## config.mk

```make
export PLATFORM = sky130hd
export DESIGN_NAME = pwm_buf_timer
export DESIGN_NICKNAME = d
export VERILOG_FILES = /design/src/rtl/pwm_buf_pkg.sv /design/src/rtl/pbt_counter.sv /design/src/rtl/pbt_slot.sv /design/src/rtl/pbt_wave.sv /design/src/rtl/pwm_buf_timer.sv
export SDC_FILE = /design/constraint.sdc
export NUM_CORES = 1
export LEC_CHECK = 0
export CORE_ASPECT_RATIO = 0.8
export CORE_MARGIN = 2
export CORE_UTILIZATION = 46
export CTS_BUF_LIST = sky130_fd_sc_hd__clkbuf_4 sky130_fd_sc_hd__clkbuf_8
export DETAILED_ROUTE_END_ITERATION = 8
export GPL_TIMING_DRIVEN = 1
export PLACE_DENSITY = 0.66
export REMOVE_ABC_BUFFERS = 1
export SLEW_MARGIN = 20
export SYNTH_ARGS = -nofsm -noshare
export SYNTH_HDL_FRONTEND = slang
export SYNTH_SLANG_ARGS = --single-unit
```

## constraint.sdc

```tcl
create_clock -name clk -period 2 [get_ports clk]
set_input_delay 0.3 -clock clk [delete_from_list [all_inputs] [get_ports clk]]
set_output_delay 0.3 -clock clk [all_outputs]
set_load 0.05 [all_outputs]
```

## src/rtl/pwm_buf_pkg.sv

```systemverilog
package pwm_buf_pkg;
  localparam int ADDR_W = 3;

  typedef enum logic [ADDR_W-1:0] {
    ADDR_CNT  = 3'd0,
    ADDR_CMPA = 3'd1,
    ADDR_CMPB = 3'd2,
    ADDR_BUFA = 3'd3,
    ADDR_BUFB = 3'd4,
    ADDR_CTRL = 3'd5
  } reg_addr_e;

  typedef enum logic [1:0] {
    CLR_NONE = 2'b00,
    CLR_ON_A = 2'b01,
    CLR_ON_B = 2'b10,
    CLR_RSVD = 2'b11
  } clr_src_e;

  localparam int CTRL_MODE_BIT = 2;
endpackage

```

## src/rtl/pbt_counter.sv

```systemverilog
module pbt_counter #(
  parameter int W = 16
) (
  input  logic         clk,
  input  logic         rst_n,
  input  logic         tick,
  input  logic         wr_cnt,
  input  logic [W-1:0] wr_data,
  input  logic         hw_clr,
  output logic [W-1:0] cnt_q,
  output logic         ovf
);
  logic [W-1:0] cnt_d;

  always_comb begin
    cnt_d = cnt_q;
    if (wr_cnt)      cnt_d = wr_data;
    else if (tick)   cnt_d = hw_clr ? '0 : W'(cnt_q + 1'b1);
  end

  assign ovf = tick && (cnt_q == {W{1'b1}});

  always_ff @(posedge clk or negedge rst_n) begin
    if (!rst_n) cnt_q <= '0;
    else        cnt_q <= cnt_d;
  end

  // counting, holding and wrap
  p_step_r2: assert property (@(posedge clk) disable iff (!rst_n)
    (tick && !wr_cnt && !hw_clr && cnt_q != {W{1'b1}}) |=> cnt_q == W'($past(cnt_q) + 1'b1));
  p_wrap_r2: assert property (@(posedge clk) disable iff (!rst_n)
    (ovf && !wr_cnt && !hw_clr) |=> cnt_q == '0);
  p_hold_r2: assert property (@(posedge clk) disable iff (!rst_n)
    (!tick && !wr_cnt) |=> $stable(cnt_q));
  // hardware clear lands on zero
  p_hwclr_r4: assert property (@(posedge clk) disable iff (!rst_n)
    (hw_clr && !wr_cnt) |=> cnt_q == '0);
endmodule

```

## src/rtl/pbt_slot.sv

```systemverilog
module pbt_slot #(
  parameter int W = 16
) (
  input  logic         clk,
  input  logic         rst_n,
  input  logic         run,
  input  logic         tick,
  input  logic [W-1:0] cnt,
  input  logic         wr_cmp,
  input  logic         wr_buf,
  input  logic [W-1:0] wr_data,
  input  logic         copy_on_clr,
  input  logic         clr_evt,
  output logic         match,
  output logic [W-1:0] cmp_q
);
  logic [W-1:0] buf_q, buf_d, cmp_d;
  logic         copy;

  assign match = tick && (cnt == cmp_q);
  assign copy  = copy_on_clr ? clr_evt : match;

  always_comb begin
    buf_d = wr_buf ? wr_data : buf_q;
    cmp_d = cmp_q;
    if (wr_cmp)    cmp_d = wr_data;
    else if (copy) cmp_d = buf_q;
  end

  always_ff @(posedge clk or negedge rst_n) begin
    if (!rst_n) begin
      cmp_q <= '0;
      buf_q <= '0;
    end else begin
      cmp_q <= cmp_d;
      buf_q <= buf_d;
    end
  end

  // copy on own match in mode 0
  p_match_copy_r5: assert property (@(posedge clk) disable iff (!rst_n)
    (!copy_on_clr && match && !wr_cmp) |=> cmp_q == $past(buf_q));
  // copy on clear event in mode 1
  p_clr_copy_r6: assert property (@(posedge clk) disable iff (!rst_n)
    (copy_on_clr && clr_evt && !wr_cmp) |=> cmp_q == $past(buf_q));
  // collision keeps the old buffer for the compare, new for the buffer
  p_collide_r7: assert property (@(posedge clk) disable iff (!rst_n)
    (copy && wr_buf && !wr_cmp) |=> (cmp_q == $past(buf_q)) && (buf_q == $past(wr_data)));
  // no transfers while stopped
  p_frozen_r9: assert property (@(posedge clk) disable iff (!rst_n)
    (!run && !wr_cmp) |=> $stable(cmp_q));
endmodule

```

## src/rtl/pbt_wave.sv

```systemverilog
module pbt_wave (
  input  logic clk,
  input  logic rst_n,
  input  logic set_hi,
  input  logic set_lo,
  output logic pin_q
);
  logic pin_d;

  always_comb begin
    pin_d = pin_q;
    if (set_lo)      pin_d = 1'b0;
    else if (set_hi) pin_d = 1'b1;
  end

  always_ff @(posedge clk or negedge rst_n) begin
    if (!rst_n) pin_q <= 1'b0;
    else        pin_q <= pin_d;
  end
endmodule

```

## src/rtl/pwm_buf_timer.sv

```systemverilog
module pwm_buf_timer
  import pwm_buf_pkg::*;
#(
  parameter int W = 16
) (
  input  logic              clk,
  input  logic              rst_n,
  input  logic              run,
  input  logic              cnt_en,
  input  logic              wr_en,
  input  logic [ADDR_W-1:0] wr_addr,
  input  logic [W-1:0]      wr_data,
  output logic              pwm_out
);
  localparam int NSLOT = 2;

  clr_src_e     src_q, src_d;
  logic         mode_q, mode_d;
  logic         tick, wr_cnt, wr_ctrl, hw_clr, soft_zero, ovf, clr_evt;
  logic [W-1:0] cnt_q;
  logic [NSLOT-1:0] match;
  logic [W-1:0] cmp_q [NSLOT];

  assign tick      = run && cnt_en;
  assign wr_cnt    = wr_en && (wr_addr == ADDR_CNT);
  assign wr_ctrl   = wr_en && (wr_addr == ADDR_CTRL);
  assign hw_clr    = ((src_q == CLR_ON_A) && match[0]) || ((src_q == CLR_ON_B) && match[1]);
  assign soft_zero = wr_cnt && run && (wr_data == '0);
  assign clr_evt   = hw_clr || ovf || soft_zero;

  always_comb begin
    src_d  = src_q;
    mode_d = mode_q;
    if (wr_ctrl) begin
      src_d = clr_src_e'(wr_data[1:0]);
      if (!run) mode_d = wr_data[CTRL_MODE_BIT];
    end
  end

  always_ff @(posedge clk or negedge rst_n) begin
    if (!rst_n) begin
      src_q  <= CLR_NONE;
      mode_q <= 1'b0;
    end else begin
      src_q  <= src_d;
      mode_q <= mode_d;
    end
  end

  pbt_counter #(.W(W)) u_cnt (
    .clk(clk), .rst_n(rst_n), .tick(tick), .wr_cnt(wr_cnt),
    .wr_data(wr_data), .hw_clr(hw_clr), .cnt_q(cnt_q), .ovf(ovf)
  );

  for (genvar g = 0; g < NSLOT; g++) begin : g_slot
    logic wr_cmp_g, wr_buf_g;
    assign wr_cmp_g = wr_en && (wr_addr == ADDR_W'(int'(ADDR_CMPA) + g));
    assign wr_buf_g = wr_en && (wr_addr == ADDR_W'(int'(ADDR_BUFA) + g));
    pbt_slot #(.W(W)) u_slot (
      .clk(clk), .rst_n(rst_n), .run(run), .tick(tick), .cnt(cnt_q),
      .wr_cmp(wr_cmp_g), .wr_buf(wr_buf_g), .wr_data(wr_data),
      .copy_on_clr(mode_q), .clr_evt(clr_evt),
      .match(match[g]), .cmp_q(cmp_q[g])
    );
  end

  pbt_wave u_wave (
    .clk(clk), .rst_n(rst_n), .set_hi(match[0]), .set_lo(match[1]), .pin_q(pwm_out)
  );

  // pin edges follow matches, B wins a tie
  p_rise_r3: assert property (@(posedge clk) disable iff (!rst_n)
    (match[0] && !match[1]) |=> pwm_out);
  p_fall_r3: assert property (@(posedge clk) disable iff (!rst_n)
    match[1] |=> !pwm_out);
  // transfer mode locked while running
  p_mode_locked_r8: assert property (@(posedge clk) disable iff (!rst_n)
    run |=> $stable(mode_q));
  // pin holds while stopped
  p_pin_hold_r9: assert property (@(posedge clk) disable iff (!rst_n)
    !run |=> $stable(pwm_out));
  // reset leaves every output low before the first match
  p_reset_pin_r1: assert property (@(posedge clk) disable iff (!rst_n)
    (!pwm_out && !match[0]) |=> !pwm_out);
endmodule

```

# ---- Word-level counts from Yosys, hierarchy flattened
# Index checks and enable logic that the tools add are counted.
dict set report word_totals {
  mem_bits_rw 0
  elab_cells 55
  rom_bits 0
  output_inout_bits 1
  latchBits 0
  mem_count 0
  regBits 84
  input_bits 24
}
dict set report op_classes {
  reduce_logical 24
  eq_ne 10
  mul 0
  n_mux 11
  bitwise_logic 1
  n_shift 0
  div_mod_pow 0
  addsub 1
  n_lt_le_gt_ge 0
}
# op count
set op_table {}
lappend op_table {{two-way mux 16 bit} 7}
lappend op_table {{equality test 16 bit} 2}
lappend op_table {{adder 16 x 1 -> 16 bit, second input constant} 1}
lappend op_table {{equality test 16 bit, second input constant} 1}
lappend op_table {{logical NOT 16 bit} 1}
lappend op_table {{logical AND 1 bit} 14}
lappend op_table {{nonzero test 2 bit} 4}
lappend op_table {{equality test 3 x 2 -> 1 bit, second input constant} 2}
lappend op_table {{equality test 3 bit, second input constant} 2}
lappend op_table {{two-way mux 1 bit} 4}
lappend op_table {{equality test 3 x 1 -> 1 bit, second input constant} 1}
lappend op_table {{logical NOT 3 bit} 1}
lappend op_table {{logical OR 1 bit} 3}
lappend op_table {{equality test 2 x 1 -> 1 bit, second input constant} 1}
lappend op_table {{equality test 2 bit, second input constant} 1}
lappend op_table {{AND reduction 2 bit} 1}
lappend op_table {{inverter 1 bit} 1}

# ---- Longest topological paths before layout
# Gate-level depths: netlist of the first run.
dict set report depth {
  word_depth 9
  mapped_depth 9
  mapped_depth_nobuf 7
}

# ---- Cells and area by module
# From an unflattened synthesis of the first run, not the netlist that was laid out.
dict set report unflattened {
  hier_cells 383
  area_unflattened_um2 4381.7
}
# module n_inst cells_each seq_area_each_um2 area_each_um2
set by_module_without_submodules {}
lappend by_module_without_submodules {pbt_slot 2 113 800.8 1502.7}
lappend by_module_without_submodules {pbt_counter 1 128 400.4 1086.0}
lappend by_module_without_submodules {pwm_buf_timer 1 27 75.1 255.2}
lappend by_module_without_submodules {pbt_wave 1 2 25.0 35.0}

# ---- Least setup slack after synthesis of the first run
# OpenSTA, ideal clock, no wires.
dict set report synth_timing {
  path_kind {reg-to-reg}
  startpoint {register u_cnt.cnt_q[12]}
  endpoint {register g_slot[1].u_slot.cmp_q[10]}
  arrival_time_ps 2043
  required_time_ps 1871
  setup_ps 129
  path_buffers 3
  path_stages_with_launch 10
  setup_slack_ps -173
  period_less_slack_ps 2173
  path_cell_list {dfrtp_1 > buf_6 > xor2_1 > or4_4 > nor3_4 > a32o_2 > buf_6 > o21a_4 > buf_8 > o221ai_2}
}
dict set report synth_via {
  elab_chain_cells 8
  elab_cells_between_ends 13
  cone_classes {eq/ne (3); mux (1); reduce/logical (9)}
}
# item line
set synth_rtl {}
lappend synth_rtl {{start, declared} pbt_counter.sv:10} ;# output logic [W-1:0] cnt_q,
lappend synth_rtl {{start signal, assigned} pbt_counter.sv:25} ;# else cnt_q <= cnt_d;
lappend synth_rtl {{equality test 16 bit} pbt_slot.sv:20} ;# assign match = tick && (cnt == cmp_q);
lappend synth_rtl {{logical AND 1 bit} pbt_slot.sv:20}
lappend synth_rtl {{logical AND 1 bit} pwm_buf_timer.sv:27} ;# assign hw_clr = ((src_q == CLR_ON_A) && match[0]) || ((src_q == CLR_ON_B) && match[1]);
lappend synth_rtl {{logical OR 1 bit} pwm_buf_timer.sv:27}
lappend synth_rtl {{logical OR 1 bit (2 in a row)} pwm_buf_timer.sv:29} ;# assign clr_evt = hw_clr || ovf || soft_zero;
lappend synth_rtl {{two-way mux 1 bit (*)} pbt_slot.sv:21} ;# assign copy = copy_on_clr ? clr_evt : match;
lappend synth_rtl {{nonzero test 2 bit (no source line) (*)} --}
lappend synth_rtl {{end signal, assigned} pbt_slot.sv:35} ;# cmp_q <= cmp_d;
lappend synth_rtl {{end, declared} pbt_slot.sv:15} ;# output logic [W-1:0] cmp_q
# Every way passes the cells marked *; elsewhere a longest branch is shown, timed or not.
# A chain may end at the register's enable or synchronous reset.

# ---- Final worst setup path of the first run
dict set report layout_timing {
  startpoint {register u_cnt.cnt_q[10]}
  endpoint {register u_cnt.cnt_q[8]}
}
dict set report layout_via {
  elab_chain_cells 7
  elab_cells_between_ends 10
  cone_classes {eq/ne (2); mux (3); reduce/logical (5)}
}
# item line
set layout_rtl {}
lappend layout_rtl {{equality test 16 bit} pbt_slot.sv:20}
lappend layout_rtl {{logical AND 1 bit} pbt_slot.sv:20}
lappend layout_rtl {{logical AND 1 bit} pwm_buf_timer.sv:27}
lappend layout_rtl {{logical OR 1 bit (*)} pwm_buf_timer.sv:27}
lappend layout_rtl {{two-way mux 16 bit (*) (2 in a row)} pbt_counter.sv:18} ;# else if (tick) cnt_d = hw_clr ? '0 : W'(cnt_q + 1'b1);
lappend layout_rtl {{two-way mux 16 bit (*)} pbt_counter.sv:17} ;# if (wr_cnt) cnt_d = wr_data;
# Every way passes the cells marked *; elsewhere a longest branch is shown, timed or not. The select of a mux whose other input is x is not followed.

==> results of run 1 <==
## worst reg2reg max path: stages (launching register included)
cell     delay [ns]
dfrtp_1        0.39
buf_4          0.15
xnor2_2        0.20
nand4_1        0.14
or4_4          0.54
o32a_1         0.37
and4b_1        0.21
o22a_1         0.17
## what timing repair did
item / CTS / global route
setup buffers: 4 / 7
gates cloned: 0 / 1
resized for setup: 21 / 49
endpoints found under the hold margin: 22 / 0
hold buffers: 1 / 0
setup endpoints to repair: 48 / 48
pin swaps: 7 / 13
## how the worst max path moves through the flow
| stage | start | to | slack (ns) |
|---|---|---|---|
| 2_1_floorplan | u_cnt.cnt_q[15]$_DFFE_PN0P_ | g_slot[0].u_slot.cmp_q[0]$_DFFE_PN0P_ | -0.29 |
| 3_3_place_gp | run | u_cnt.cnt_q[8]$_DFFE_PN0P_ | -0.42 |
| 3_5_place_dp | wr_data[5] | g_slot[0].u_slot.cmp_q[2]$_DFFE_PN0P_ | -0.46 |
| 4_1_cts | u_cnt.cnt_q[15]$_DFFE_PN0P_ | u_cnt.cnt_q[8]$_DFFE_PN0P_ | -0.22 |
| 5_1_grt | u_cnt.cnt_q[13]$_DFFE_PN0P_ | u_cnt.cnt_q[10]$_DFFE_PN0P_ | -0.34 |
| 6_report | u_cnt.cnt_q[10]$_DFFE_PN0P_ | u_cnt.cnt_q[8]$_DFFE_PN0P_ | -0.27 |
## cell families after synthesis
group | synth area share
AOI/OAI and AO/OA | 0.172
xor gates and xnor gates | 0.0598
adders and majority gates | 0.00267
buffers and inverters | 0.0721
DFF | 0.448
muxes | 0.0606
and+or+nand+nor | 0.184
## per-layer routing
| metal | track usage | up-vias | share of wire |
|---|---|---|---|
| met5 | 0 | - | 0 |
| met4 | 0.0735 | 0 | 0.013 |
| met3 | 0.0523 | 16 | 0.076 |
| met2 | 0.380 | 170 | 0.43 |
| met1 | 0.430 | 2086 | 0.48 |
| li1 | - | 1940 | - |
## cell type report
type	count	area [sq um]
repair buffers	134	1180
clock buffers	10	131
clock inverters	6	72.6
fillers	786	3360
flip-flops and latches	84	2110
inverters	32	120
well taps	136	170
multi-input cells	343	2630
## registers in the layout, indices dropped and copies added (netlist names)
register / flops
u_wave.pin_q: 1
g_slot.u_slot.cmp_q: 32
src_q: 2
u_cnt.cnt_q: 16
g_slot.u_slot.buf_q: 32
mode_q: 1
## layout by cell type, fill, tap and decap left out, types with 3 or more instances in the layout
cell              n
buf_4            93
clkinv_4          3
nand4_1           9
nor4_2            3
mux2_2           19
dfrtp_1          78
nor2_1           28
mux2i_1           7
inv_1            32
o21ai_0          21
nand3_1           8
a2bb2oi_2         5
clkbuf_8          9
dfrtp_2           6
xor2_1            6
nor3_1            5
nor2b_1           4
nor4_1            6
xor2_4            4
o221ai_2         19
o221ai_1         13
buf_6            11
a21oi_1          18
o21a_4            3
clkdlybuf4s50_1  23
nand2_1          97
xnor2_2           9
xor2_2            3
a2bb2oi_1         4
buf_12            6
xnor2_1           9
## power by group through the flow
stage / sequential (mW) / clock (mW) / combinational [mW]
3_3_place_gp: 2.58 / 0 / 2.26
5_1_grt: 2.71 / 1.35 / 3.04
4_1_cts: 2.61 / 1.29 / 2.45
6_report: 2.66 / 1.27 / 2.83
2_1_floorplan: 2.49 / 0 / 1.29
3_5_place_dp: 2.60 / 0 / 2.31
## through the flow
stage / setup TNS, ns / hold slack (ns)
5_1_grt: -14.04 / 0.397
3_5_place_dp: -16.54 / 0.226
3_3_place_gp: -14.39 / 0.219
4_1_cts: -8.84 / 0.371
6_report: -10.40 / 0.365
2_1_floorplan: -10.15 / 0.00441
==> results.tsv, run 1 <==
metric	value	unit
clockRootBuffer	clkbuf_8	
clockPowerShare	0.188	
fp.dieH	94.3	um
ff2ff_setup_slack	-0.27	ns
synthTopCellsByArea	dfrtp_1 (45%), nand2_1 (7.8%), mux2_2 (4.6%)	
synth_most_common_cell	nand2_1	
status	complete, but fails checks	
cp.depth	7	
grt_pass1_wl	22.0	mm
cts_made_buffers	9	
ys_top_cells_by_count	nand2_1 (97), dfrtp_1 (84), inv_1 (32)	
drtAntennaViolNets	0	
drt_wl_total	14.4	mm
postSynth.asyncResetShare	1.00	
r2r-end	u_cnt.cnt_q[8]$_DFFE_PN0P_	
path_clk_slew	0.09	ns
crit_type	reg2reg	
p_int	4.30	mW
fin_util	0.656	
overflow	0	
path_buf_inv	1	
area_growth_syn_to_layout	36.8	%
gp_congestion	0.987	
finalHoldViolCount	0	
finClkSkew	0.0122	ns
cpPeakStageDelay	0.54	ns
setup_slack	-0.269	ns
floorplan.die_area	0.0110	sq mm
rows	32	
setup_viol	48	
antenna_cells	0	
htreeDepth	3	
path_delay_family	simple AND/OR/NAND/NOR gates	
die_w	117	um
pin_count	25	
synth-seq-area-share	0.448	
timing.rr.start	u_cnt.cnt_q[10]$_DFFE_PN0P_	
drc	0	
end_kind	flip-flop	
synth_edf_count	0	
grt_max_degree	40	
powerDensity	1050	mW/mm^2
wl_per_cell	19.4	um
cp-start-kind	flip-flop	
drv_cap	0	
drive_above_1_share	0.353	
cpMaxStageDelayCell	or4_4	
start_util	0.480	
dp.cells	716	
slew_viol_final	0	
synth.largest_area_cell	dfrtp_1	
crit_chain	buf_4 > xnor2_2 > nand4_1 > or4_4 > o32a_1 > and4b_1 > o22a_1	
ys_ff_latch	84	
peakVddDrop	0.000628	V
placed_cell_area	0.00569	sq mm
cp_max_fo	3	
cts_sinks	84	
slew_headroom	0.607	
finalInstanceArea	0.00641	sq mm
yosysWarnings	0	
port_buffers	24	
fin_crit_sh	1.13	
pwr-share-seq	0.393	
comb_power_share	0.419	
p_leak	2.75	nW
switching_share	0.363	
pre_cts_slack	-0.461	ns
syn_area_per_cell	9.45	sq um
synth_top_area_share	0.448	
tightest_slew	0.589	ns
hp-class	in2async	
cts_tree	built	
rsz0062_at_grt	true	
p_total	6.76	mW
cp.arrival	2.53	ns
dr.first_iter.drc_count	413	
core	0.00977	sq mm
grt_util_all_layers	0.273	
reg2reg_depth	7	
hpwl	10.7	mm
clockBufferDepth	2	
synth_cells	496	
final_cell_count_no_fill	745	
ys_types	57	
dr_total_vias	4212	
violations	negative setup slack	
min_period	2.27	ns
clk_latency	0.37	ns
grt_pass1_vias	4049	
critPathRequiredTime	2.26	ns
p_sw	2.45	mW
fmax	441	MHz
nets	629	
dr.pass1.iters	5	
syn-cell-area	0.00469	sq mm
viasPerCell	5.65	
synth_ff_type	dfrtp_1	
antenna_found_initial	0	
Note: power is estimated with default switching activity, not from simulation.
==> inputs of run 2 (changes only) <==
--- a/config.mk
+++ b/config.mk
@@ -5,8 +5,8 @@
 export SDC_FILE = /design/constraint.sdc
 export NUM_CORES = 1
 export LEC_CHECK = 0
+export ABC_AREA = 1
 export CORE_ASPECT_RATIO = 0.8
-export CORE_MARGIN = 2
 export CORE_UTILIZATION = 46
 export CTS_BUF_LIST = sky130_fd_sc_hd__clkbuf_4 sky130_fd_sc_hd__clkbuf_8
 export DETAILED_ROUTE_END_ITERATION = 8
==> run 2 against run 1 <==
Effect of this change:
- the flow now finishes without violations
- global-route usage is 0.72 points lower
- clock-buffer cell count is 3 higher
- maximum frequency is 19% higher
- cell area is 12% lower
- critical path depth is 7 higher
- core utilization is 7.9 points lower
- cell count is 11% higher
- setup slack better by 0.36 ns
- flip-flop and latch count stayed put
- combinational power is 47% lower
- register-to-register slack better by 0.36 ns
==> results.tsv, run 2 <==
metric	value	unit
setup_viol	0	
nets	715	
fin_util	0.578	
port_buffers	24	
drtAntennaViolNets	0	
gp_congestion	0.893	
nFillCells	943	
ys_ff_latch	84	
viasPerCell	5.23	
setup_slack	0.0934	ns
dr.pass1.iters	4	
die_w	115	um
path_clk_slew	0.09	ns
drc	0	
cp_max_fo	8	
grt_pass1_wl	21.2	mm
postSynth.asyncResetShare	1.00	
synth_top_area_share	0.450	
finalInstanceArea	0.00562	sq mm
synth_edf_count	0	
wl_per_cell	15.6	um
synth-seq-area-share	0.450	
end_kind	flip-flop	
placed_cell_area	0.00530	sq mm
htreeDepth	3	
drv_cap	0	
finClkSkew	0.00894	ns
comb_power_share	0.289	
layout_commonest_cell	nand2_1	
clockRootBuffer	clkbuf_8	
ff2ff_setup_slack	0.09	ns
finalHoldViolCount	0	
p_total	5.19	mW
grt_pass1_vias	4209	
fmax	524	MHz
dr.first_iter.drc_count	204	
p_sw	1.77	mW
slew_viol_final	0	
tightest_slew	0.494	ns
grt_util_all_layers	0.266	
rows	32	
core	0.00973	sq mm
synth_cells	625	
pre_cts_slack	-0.183	ns
synth_ff_type	dfrtp_1	
antenna_found_initial	0	
p_int	3.41	mW
grt_max_degree	51	
antenna_cells	0	
slew_headroom	0.670	
hpwl	9.15	mm
cp-start-kind	flip-flop	
floorplan.die_area	0.0106	sq mm
start_util	0.480	
fp.dieH	92.1	um
area_growth_syn_to_layout	20.5	%
cts_made_buffers	9	
cts_tree	built	
powerDensity	923	mW/mm^2
synth.largest_area_cell	dfrtp_1	
min_period	1.91	ns
drt_wl_total	12.9	mm
yosysWarnings	0	
drive_above_1_share	0.151	
synthTopCellsByArea	dfrtp_1 (45%), nand2_1 (16%), o21ai_0 (8.4%)	
cts_sinks	84	
syn-cell-area	0.00467	sq mm
syn_area_per_cell	7.47	sq um
clk_latency	0.38	ns
peakVddDrop	0.000691	V
pwr-share-seq	0.468	
clockBufferDepth	2	
dr_total_vias	4345	
crit_type	reg2reg	
fin_setup_tns	0	ns
status	complete, no violations	
p_leak	2.80	nW
overflow	0	
final_cell_mix	nand2_1 (203), dfrtp_1 (79), o21ai_0 (78)	
fin_crit_sh	0.953	
hp-class	in2async	
ys_top_cells_by_count	nand2_1 (204), dfrtp_1 (84), o21ai_0 (78)	
switching_share	0.342	
clockPowerShare	0.243	
synth_most_common_cell	nand2_1	
critPathRequiredTime	2.32	ns
cp.arrival	2.22	ns
pin_count	25	
ys_types	34	
reg_top3	g_slot.u_slot.buf_q x32, g_slot.u_slot.cmp_q x32, u_cnt.cnt_q x16	
==> run 2: cell count changes in the layout (fill, tap and decap cells not counted), moves of 17 or more <==
cell	previous run	this run
nand2_1	97	203
o21ai_0	21	78
a21oi_1	18	1
mux2_2	19	0
o221ai_2	19	0
nand3_1	8	54
buf_4	93	50
inv_1	32	57
==> run 2: layer usage <==
layer,global-route usage,share of wire,vias up
li1,-,-,2137
met3,0.0608,0.056,19
met2,0.396,0.43,120
met1,0.386,0.49,2069
met4,0.0747,0.018,0
met5,0,0,-
==> run 2: metrics by stage <==
step,cells,hold WS (ns)
after CTS,824,0.446
after floorplan,599,0.00441
after detailed placement,808,0.305
final,830,0.445
after global placement,808,0.300
after global routing,830,0.475
==> run 2: logic make-up (layout without fill, tap and decap cells) <==
logic type | Yosys count | count (layout) | synth area share
flops | 84 | 84 | 0.450
simple gates | 320 | 321 | 0.293
buf+inv | 92 | 160 | 0.0887
fa+ha+maj | 1 | 1 | 0.00268
xor+xnor | 20 | 20 | 0.0375
compound gates | 108 | 108 | 0.127
==> run 2: cell type report <==
| cell class | instances | area [sq um] | area share |
|---|---|---|---|
| clock buffers | 13 | 160 | 0.0285 |
| clock inverters | 2 | 35.0 | 0.00623 |
| inverters | 66 | 248 | 0.0441 |
| multi-input cells | 450 | 2200 | 0.392 |
| flip-flops and latches | 84 | 2110 | 0.375 |
| well taps | 136 | 170 | 0.0303 |
| repair buffers | 79 | 698 | 0.124 |
==> run 2: what timing repair did <==
| item | CTS | global route |
|---|---|---|
| pin swaps | 0 | 2 |
| hold buffers | 1 | 0 |
| hold endpoints to repair | 84 | 0 |
| resized for setup | 1 | 19 |
| endpoints found under the setup margin | 1 | 48 |
| buffers inserted | 0 | 5 |
| cloned | 0 | 1 |
==> run 2: final timing paths <==
check | startpoint | end | depth (start not counted)
worst min-delay path | rst_n | g_slot[1].u_slot.cmp_q[9]$_DFFE_PN0P_ | 3
max in group asynchronous | rst_n | u_cnt.cnt_q[5]$_DFFE_PN0P_ | 3
worst max-delay path | u_cnt.cnt_q[1]$_DFFE_PN0P_ | g_slot[1].u_slot.cmp_q[5]$_DFFE_PN0P_ | 14
worst min register to register | g_slot[1].u_slot.buf_q[15]$_DFFE_PN0P_ | g_slot[1].u_slot.buf_q[15]$_DFFE_PN0P_ | 2
worst max register to register | u_cnt.cnt_q[1]$_DFFE_PN0P_ | g_slot[1].u_slot.cmp_q[5]$_DFFE_PN0P_ | 14
min in group clk | g_slot[1].u_slot.buf_q[15]$_DFFE_PN0P_ | g_slot[1].u_slot.buf_q[15]$_DFFE_PN0P_ | 2
==> run 2: power by group through the flow <==
stage          registers, mW  logic [mW]  clock network, mW
2_1_floorplan           2.38        1.00                  0
3_3_place_gp            2.44        1.40                  0
3_5_place_dp            2.44        1.44                  0
4_1_cts                 2.42        1.45               1.29
5_1_grt                 2.47        1.72               1.34
6_report                2.43        1.50               1.26
==> run 2: worst max-delay path: stages, from the launching register on <==
cell     delay, ns
dfrtp_1       0.36
ha_2          0.20
nand2_2       0.07
nor2_2        0.14
nand2_2       0.08
nor2_4        0.11
nand3_2       0.09
nor2_1        0.10
nor2_1        0.06
nand3_2       0.12
nand2_8       0.11
buf_6         0.15
nand2_8       0.10
nand2_1       0.07
nand2_1       0.06
